[src/rtl/tcu_pkg.sv]
package tcu_pkg;

    typedef logic [1:0] trit_t;

    localparam trit_t TRIT_UNDEF = 2'd0;
    localparam trit_t TRIT_FALSE = 2'd2;
    localparam trit_t TRIT_TRUE  = 2'd3;

    localparam int OP_W = 4;

    typedef enum logic [OP_W-1:0] {
        OP_AND   = 4'd0,
        OP_OR    = 4'd1,
        OP_XOR   = 4'd2,
        OP_NAND  = 4'd3,
        OP_NOR   = 4'd4,
        OP_ANDN  = 4'd5,
        OP_ORN   = 4'd6,
        OP_NANDN = 4'd7,
        OP_NORN  = 4'd8
    } cond_op_e;

    function automatic logic is_def(trit_t t);
        return t[1];
    endfunction

    function automatic logic is_true(trit_t t);
        return t == TRIT_TRUE;
    endfunction

    function automatic logic is_false(trit_t t);
        return t == TRIT_FALSE;
    endfunction

    // flip a defined value, keep undefined canonical
    function automatic trit_t flip(trit_t t);
        return t[1] ? {1'b1, ~t[0]} : TRIT_UNDEF;
    endfunction

    function automatic trit_t canon(trit_t t);
        return t[1] ? t : TRIT_UNDEF;
    endfunction

endpackage

[src/rtl/tcu_field_sel.sv]
module tcu_field_sel
    import tcu_pkg::*;
#(
    parameter int NUM_FIELDS = 8,
    localparam int IDX_W = $clog2(NUM_FIELDS),
    localparam int CR_W  = 2 * NUM_FIELDS
) (
    input  logic [CR_W-1:0]  cr,
    input  logic [IDX_W-1:0] idx,
    output trit_t            field
);
    trit_t fields [NUM_FIELDS];

    for (genvar k = 0; k < NUM_FIELDS; k++) begin : g_unpack
        assign fields[k] = cr[2*k +: 2];
    end

    assign field = fields[idx];
endmodule

[src/rtl/tcu_logic.sv]
module tcu_logic
    import tcu_pkg::*;
(
    input  logic [OP_W-1:0] op,
    input  trit_t           a,
    input  trit_t           b,
    output trit_t           res,
    output logic            op_ok
);
    trit_t or_val;
    trit_t orn_val;

    always_comb begin
        // plain OR: true dominates, then false, else undefined
        if (is_true(a) || is_true(b))
            or_val = TRIT_TRUE;
        else if (is_false(a) || is_false(b))
            or_val = TRIT_FALSE;
        else
            or_val = TRIT_UNDEF;

        // OR with first operand inverted
        if (!is_def(a))
            orn_val = canon(b);
        else if (is_false(a))
            orn_val = TRIT_TRUE;
        else
            orn_val = is_true(b) ? TRIT_TRUE : TRIT_FALSE;
    end

    always_comb begin
        op_ok = 1'b1;
        res   = TRIT_UNDEF;
        case (op)
            OP_AND:   res = (is_true(a)  && is_def(b)) ? b       : TRIT_UNDEF;
            OP_NAND:  res = (is_true(a)  && is_def(b)) ? flip(b) : TRIT_UNDEF;
            OP_ANDN:  res = (is_false(a) && is_def(b)) ? b       : TRIT_UNDEF;
            OP_NANDN: res = (is_false(a) && is_def(b)) ? flip(b) : TRIT_UNDEF;
            OP_OR:    res = or_val;
            OP_NOR:   res = flip(or_val);
            OP_ORN:   res = orn_val;
            OP_NORN:  res = flip(orn_val);
            OP_XOR: begin
                if (!is_def(a))
                    res = TRIT_UNDEF;
                else if (is_false(a))
                    res = canon(b);
                else
                    res = is_def(b) ? flip(b) : TRIT_TRUE;
            end
            default: begin
                op_ok = 1'b0;
                res   = TRIT_UNDEF;
            end
        endcase
    end
endmodule

[src/rtl/tcu_field_write.sv]
module tcu_field_write
    import tcu_pkg::*;
#(
    parameter int NUM_FIELDS = 8,
    localparam int IDX_W = $clog2(NUM_FIELDS),
    localparam int CR_W  = 2 * NUM_FIELDS
) (
    input  logic [CR_W-1:0]  cr_in,
    input  logic             en,
    input  logic [IDX_W-1:0] idx,
    input  trit_t            val,
    output logic [CR_W-1:0]  cr_out
);
    for (genvar k = 0; k < NUM_FIELDS; k++) begin : g_field
        assign cr_out[2*k +: 2] = (en && (idx == IDX_W'(k))) ? val : cr_in[2*k +: 2];
    end
endmodule

[src/rtl/tri_cond_unit.sv]
module tri_cond_unit
    import tcu_pkg::*;
#(
    parameter int NUM_FIELDS = 8,
    localparam int IDX_W = $clog2(NUM_FIELDS),
    localparam int CR_W  = 2 * NUM_FIELDS
) (
    input  logic             clk,
    input  logic             rst_n,
    input  logic             op_valid,
    input  logic [OP_W-1:0]  op_code,
    input  logic [IDX_W-1:0] src_a_idx,
    input  logic [IDX_W-1:0] src_b_idx,
    input  logic [IDX_W-1:0] dst_idx,
    input  logic             wr_en,
    input  logic [CR_W-1:0]  wr_data,
    output logic [CR_W-1:0]  cr_q,
    output logic [1:0]       result_q
);
    typedef struct packed {
        logic [CR_W-1:0] cr;
        trit_t           res;
    } state_t;

    state_t st_d, st_q;

    trit_t           opnd_a, opnd_b, op_res;
    logic            op_ok;
    logic [CR_W-1:0] cr_upd;

    tcu_field_sel #(.NUM_FIELDS(NUM_FIELDS)) u_sel_a (
        .cr(st_q.cr), .idx(src_a_idx), .field(opnd_a)
    );

    tcu_field_sel #(.NUM_FIELDS(NUM_FIELDS)) u_sel_b (
        .cr(st_q.cr), .idx(src_b_idx), .field(opnd_b)
    );

    tcu_logic u_logic (
        .op(op_code), .a(opnd_a), .b(opnd_b), .res(op_res), .op_ok(op_ok)
    );

    tcu_field_write #(.NUM_FIELDS(NUM_FIELDS)) u_write (
        .cr_in(st_q.cr), .en(op_valid && op_ok), .idx(dst_idx),
        .val(op_res), .cr_out(cr_upd)
    );

    always_comb begin
        st_d = st_q;
        if (op_valid)
            st_d.res = op_res;
        if (wr_en)
            st_d.cr = wr_data;
        else
            st_d.cr = cr_upd;
    end

    always_ff @(posedge clk) begin
        if (!rst_n)
            st_q <= '0;
        else
            st_q <= st_d;
    end

    assign cr_q     = st_q.cr;
    assign result_q = st_q.res;
endmodule

[config.mk]
export PLATFORM = sky130hd
export DESIGN_NAME = tri_cond_unit
export DESIGN_NICKNAME = d
export VERILOG_FILES = /design/src/rtl/tcu_pkg.sv /design/src/rtl/tcu_field_sel.sv /design/src/rtl/tcu_logic.sv /design/src/rtl/tcu_field_write.sv /design/src/rtl/tri_cond_unit.sv
export SDC_FILE = /design/constraint.sdc
export NUM_CORES = 1
export LEC_CHECK = 0
export BUFFER_PORTS_ARGS = -buffer_cell sky130_fd_sc_hd__buf_2
export CAP_MARGIN = 20
export CELL_PAD_IN_SITES_DETAIL_PLACEMENT = 2
export CELL_PAD_IN_SITES_GLOBAL_PLACEMENT = 2
export CORE_MARGIN = 1
export CORE_UTILIZATION = 26
export CTS_CLUSTER_SIZE = 20
export DETAILED_ROUTE_END_ITERATION = 6
export GPL_ROUTABILITY_DRIVEN = 1
export GPL_TIMING_DRIVEN = 1
export PLACE_DENSITY_LB_ADDON = 0.1
export SYNTH_ARGS = -nofsm -noshare
export SYNTH_HDL_FRONTEND = slang
export SYNTH_SLANG_ARGS = --single-unit
[constraint.sdc]
create_clock -name clk -period 2.2 [get_ports clk]
set_input_delay 0.22 -clock clk [delete_from_list [all_inputs] [get_ports clk]]
set_output_delay 0.22 -clock clk [all_outputs]
set_load 0.05 [all_outputs]
==> impl_results.md, run 1 <==
* Detailed placer's ending HPWL at ~5.2 mm
* Sequential cell area at about 380 sq um
* Area grow syn2layout at 48.2%
* P_sw at 430 uW
* Max cap viols at 0
* Clock share of power at ~25%
* Most used DFF post-synth: dfxtp_1
* Synth Cell Area at 1520 sq um
* Syn Inst Count at 178
* Max-slew violations at 0
* Post-synth ARST share at 0%
* Endpoints failing setup at 9
* Area of the die at 6170 sq um
* Ys Warns at 0
* Root buf cell: clkbuf_8
* H-tree depth at 1
* Pwr/cell area at 504 nW/um^2
* Site Rows at 27
* CP arrival at 2.42 ns
* Peak supply drop at approximately 200 uV
* DRC viols at 0
* Number of synthesized flops with an enable pin at 0
* Fmax achieved at 0.437 GHz
* Final Skew at 0.00255 ns
* CTS sink cnt at 18
* Total power draw at 1.14 mW
* Ant. Diodes at 0
* Worst-path fanout max at 9
* Gp weighted congestion at 0.854
* Reg power frac at 32.9%
* DRT antenna net count at 0
* Ports at 51
* Seq/Total Area, Yosys at 23.7%
* Hold_ws at around 0.20 ns
* Clk buf depth at 2
* PnR worst setup slack at -0.0900 ns
* Placed cell count at 321
* First-pass GRT wire length at 10.6 mm
* Count of cell types in the netlist at 44
* Layout fillers at 642
* Post-layout util at 40.5%
* CP startpoint kind: flip-flop
* Chip width at 78.5 um
* Critical Path RT at 2.33 ns
* Die H at 78.5 um
* Max_slew headroom at 63.5%
* Non-Filler Instances at 330
* Pre-antenna DRT Iters at 4
* Status: complete, but fails checks
* Failing checks: setup timing
* Initial Util at 27.3%
* Clk Latency, worst-skew pair at 0.26 ns
* Routed vias at ~1,800
* Setup CP Type: reg2reg
* Commonest cells after routing, fill and taps aside: buf_2 (50), buf_4 (32), a21oi_1 (26)
* Vias in the first global route at slightly below 2,000
* Hold crit path type: in2reg
* Commonest non-fill, non-tap cell in the layout: buf_2
* 1st-iter DRT viols at 44
* Routed wire length at 6.81 mm
* Multi-input gate area at 1160 sq um
* Sw Ratio at 37.8%
* Final Hold Fails at 0
* Pin count of the biggest net entering global routing at 25
* Post-CTS Hold Buffers at 0
* Gate power share at 42.2%
* Leak at slightly above 0.9 nW
* GRT Total Usage at between 20% and 30%
* Critical path capture point type: flip-flop
* Initial antenna violation count at 0
* TritonCTS Buffers at 3
* CTS tree: built
* Worst-path clk slew at 0.07 ns
* Yosys reg bits at 18
* Congestion Overflow GR at 0
* Synth Area per Inst at around 8.6 sq um
* RSZ-0062 raised after global routing: yes
* Syn_nets at 211
* Worst Tran Pin Value at roughly 0.55 ns
* Vias per Instance at ~5.6
* Wire length per cell at approximately 21 um
* Layout cell share with drive strength beyond 1 at 54.3%
* Cell Int Power at 708 uW
* Nets at 292
* Period utilization at 104%
* Core area at 5570 sq um
* Port-buffer cells at 50
* Fin crit period at 2.29 ns
[per-stage QoR]
step	setup slack, ns	area (sq um)	TNS, ns
2_1_floorplan	0.00135	1550	0
3_3_place_gp	-0.0773	2090	-0.866
3_5_place_dp	-0.162	2090	-1.80
6_report	-0.0900	2260	-0.611
4_1_cts	-0.0673	2200	-0.373
5_1_grt	-0.152	2260	-1.45
[Yosys cell counts, types with 4 or more instances]
master     n  area [sq um]
o21ai_0   17          85.1
nand2_1   11          41.3
clkbuf_1   6          22.5
mux4_1     4           105
a21oi_1   26           130
nor2_1    10          37.5
mux4_2     4          90.1
o21ai_1   11          55.1
nor3_2     8          80.1
dfxtp_1   18           360
a211oi_1   8          60.1
or3b_2     4          35.0
[timing repair]
action | CTS | global route
setup buffers | 3 | 1
cloned | 1 | 0
resized for setup | 8 | 9
pin swaps | 5 | 1
setup endpoints to repair | 18 | 10
[flip-flops by register name (all words and copies together) (netlist names)]
register,flops
cr_q,16
result_q,2
[power by group through the flow]
stage	clock network [mW]	logic (mW)	registers, mW
after CTS	0.288	0.461	0.373
after detailed placement	0	0.439	0.381
after global routing	0.301	0.510	0.376
final	0.284	0.480	0.374
after global placement	0	0.421	0.379
after floorplan	0	0.173	0.459
[metal layers]
| layer | share of wire, % | track usage [%] | vias to the layer above | wire [um] |
|---|---|---|---|---|
| li1 | - | - | 855 | - |
| met1 | 41 | 26.6 | 930 | 2810 |
| met2 | 54 | 43.4 | 39 | 3710 |
| met3 | 3.0 | 2.56 | 9 | 203 |
| met4 | 1.3 | 5.37 | 0 | 91 |
| met5 | 0 | 0 | - | 0 |
[final cells by class]
cell class | count | share of cell area [%]
multi-input cells | 145 | 51.3
clock buffers | 4 | 2.44
repair buffers | 87 | 24.6
flip-flops and latches | 18 | 17.0
well taps | 72 | 3.99
inverters | 4 | 0.665
[worst max-delay path, stage by stage, from the launching register on]
cell and delay, ns:
dfxtp_4 0.36, mux4_2 0.50, mux2_4 0.32, o2111a_1 0.15
o41a_1 0.41, buf_12 0.17, nor3_4 0.16, a211oi_1 0.10
[worst paths after layout]
path / from / to / slack (ns) / cells past startpoint
worst max-delay path: cr_q[10] / cr_q[12] / -0.09 / 7
worst min-delay path: op_valid / result_q[1] / 0.20 / 2
worst max register to register: cr_q[10] / cr_q[12] / -0.09 / 7
worst min register to register: result_q[1] / result_q[1] / 0.55 / 2
[cell families (layout without fill, tap and decap cells)]
logic type,after synthesis,in the layout,synth area share [%]
compound gates,76,76,31.0
simple gates,53,53,21.0
flops,18,18,23.7
buf+inv,15,95,4.44
mux,14,14,18.8
xor+xnor,2,2,1.15
(Power assumes the default switching activity.)
==> run 2, diff against run 1 <==
--- a/config.mk
+++ b/config.mk
@@ -16,6 +16,8 @@
 export GPL_ROUTABILITY_DRIVEN = 1
 export GPL_TIMING_DRIVEN = 1
 export PLACE_DENSITY_LB_ADDON = 0.1
+export RECOVER_POWER = 50
 export SYNTH_ARGS = -nofsm -noshare
 export SYNTH_HDL_FRONTEND = slang
 export SYNTH_SLANG_ARGS = --single-unit
+export TNS_END_PERCENT = 20
==> impl_results.md, run 2 (same netlist as run 1, synthesis figures left out) <==
* Status: complete, but fails checks
* Failing checks: setup timing
* Hold crit path type: in2reg
* Worst-path fanout max at 9 (unchanged)
* CP arrival at 2.42 ns (about the same)
* Initial antenna violation count at 0 (unchanged)
* Top Layer Used: met4
* Pre-antenna DRT Iters at 4 (unchanged)
* CP startpoint kind: flip-flop
* Congestion Overflow GR at 0 (unchanged)
* Metal3 WL at 169 um (-17%)
* Max reg flops at 16 (unchanged)
* Routed vias at 1,791 (-2.3%)
* Area of the die at 6170 sq um (unchanged)
* Critical path buffer and inverter count at 1 (unchanged)
* Period utilization at 104% (-0.49 points)
* Placed cell count at 321 (unchanged)
* Layout cell share with drive strength beyond 1 at 48.4% (-5.8 points)
* CTS sink cnt at 18 (unchanged)
* CTS tree: built
* Slowest stage delay, CP at 0.49 ns (about the same)
* Chip width at 78.5 um (unchanged)
* Peak supply drop at 198 uV (+1.1%)
* Ports at 51 (unchanged)
* Ant. Diodes at 0 (unchanged)
* PnR worst setup slack at -0.0791 ns (+0.0108 ns)
* Endpoints failing setup at 9 (unchanged)
* Post-layout util at 39.5% (-0.97 points)
* Worst Tran Pin Value at 0.610 ns (+0.0626 ns)
* Area grow syn2layout at 44.7%
* Setup CP Type: reg2reg
* GRT Total Usage at 22.1% (-0.66 points)
* 1st-iter DRT viols at 37 (-16%)
* Routed wire length at 6.57 mm (-3.5%)
* TritonCTS Buffers at 3 (unchanged)
* DRC viols at 0 (unchanged)
* Wl on met1 at 2.75 mm (-2.2%)
* Slowest stage cell, crit path: mux4_2
* Non-Filler Instances at 328 (-0.61%)
* First-pass GRT wire length at 10.3 mm (-2.7%)
* Max cap viols at 0 (unchanged)
* Pwr/cell area at 510 nW/um^2 (+1.2%)
* Sequential cell area at 383 sq um (unchanged)
* Gp weighted congestion at 0.854 (unchanged)
* Setup TNS at -0.509 ns (+0.102 ns)
* Critical path capture point type: flip-flop
* Root buf cell: clkbuf_8
* Met2 Wirelength at 3.56 mm (-3.9%)
* Final Skew at 0.00315 ns (+0.000607 ns)
* Final Hold Fails at 0 (unchanged)
* Cell family with most CP delay: multiplexers
* Multi-input gate area at 1140 sq um (-1.6%)
* Commonest non-fill, non-tap cell in the layout: buf_2
* Die H at 78.5 um (unchanged)
* Fin crit period at 2.28 ns (-0.0109 ns)
* Vias per Instance at 5.46 (-1.7%)
* RSZ-0062 raised after global routing: yes
* DRT antenna net count at 0 (unchanged)
* Wire length per cell at 20.0 um (-2.9%)
* Nets at 290 (-0.68%)
* Clk buf depth at 2 (unchanged)
* Initial Util at 27.3% (unchanged)
* Critical Path RT at 2.34 ns (about the same)
* H-tree depth at 1 (unchanged)
* Worst-path clk slew at 0.07 ns (about the same)
* Clk Latency, worst-skew pair at 0.26 ns (about the same)
* CP Cell Sequence: mux4_2 > mux2_4 > o2111a_1 > o41a_1 > buf_12 > nor3_4 > a211oi_1
* Core area at 5570 sq um (unchanged)
* Vias in the first global route at 1,957 (-1.6%)
* Site Rows at 27 (unchanged)
* Pin count of the biggest net entering global routing at 25 (unchanged)
* Detailed placer's ending HPWL at 5.21 mm (unchanged)
* Leak at 0.861 nW (-7.3%)
* Commonest cells after routing, fill and taps aside: buf_2 (37), buf_4 (31), a21oi_1 (26)
* Fmax achieved at 0.439 GHz (+0.48%)
* Max-slew violations at 0 (unchanged)
* Port-buffer cells at 50 (unchanged)
* Max_slew headroom at 59.5% (-4.0 points)
* Layout fillers at 645 (+0.47%)
[run 2: cell count changes in the layout (fill, tap and decap cells not counted), sizes merged]
cell	before	now
clkbuf	4	17
buf	87	72
[run 2: stage by stage]
step / setup slack, ns / hold WS (ns) / area [sq um] / total power, mW
finish: -0.0791 / 0.204 / 2200 / 1.12
global route: -0.128 / 0.223 / 2200 / 1.17
CTS: -0.0677 / 0.203 / 2170 / 1.11
detailed placement: -0.162 / 0.480 / 2090 / 0.821
global placement: -0.0773 / 0.472 / 2090 / 0.800
floorplan: 0.00135 / 0.310 / 1550 / 0.633
[run 2: cell type report]
type                       count  share of cell area (%)
multi-input combinational    145                    51.7
clock buffer                   4                    2.50
inverter                       4                   0.681
sequential                    18                    17.4
tap                           72                    4.09
timing repair buffer          85                    23.6
[run 2: metal layers]
metal | GRT usage, % | vias up
met4 | 5.19 | 0
li1 | - | 847
met3 | 2.56 | 9
met1 | 25.5 | 905
met2 | 42.5 | 30
met5 | 0 | -
[run 2: report_power, final]
group	switching (mW)	internal, mW
Sequential	0.0204	0.353
Combinational	0.279	0.185
Clock	0.127	0.159
Total	0.426	0.698
[run 2: worst paths after layout]
path / startpoint / slack, ns / end / cells past startpoint
worst max-delay path: cr_q[10] / -0.08 / cr_q[12] / 7
worst max register to register: cr_q[10] / -0.08 / cr_q[12] / 7
worst min register to register: result_q[1] / 0.55 / result_q[1] / 2
worst min-delay path: op_valid / 0.20 / result_q[1] / 2
[run 2: what timing repair did]
action | CTS | global route
endpoints found under the setup margin | 18 | 9
hold buffers | 0 | 0
pin swaps | 1 | 1
resized for setup | 5 | 10
setup buffers | 2 | 1
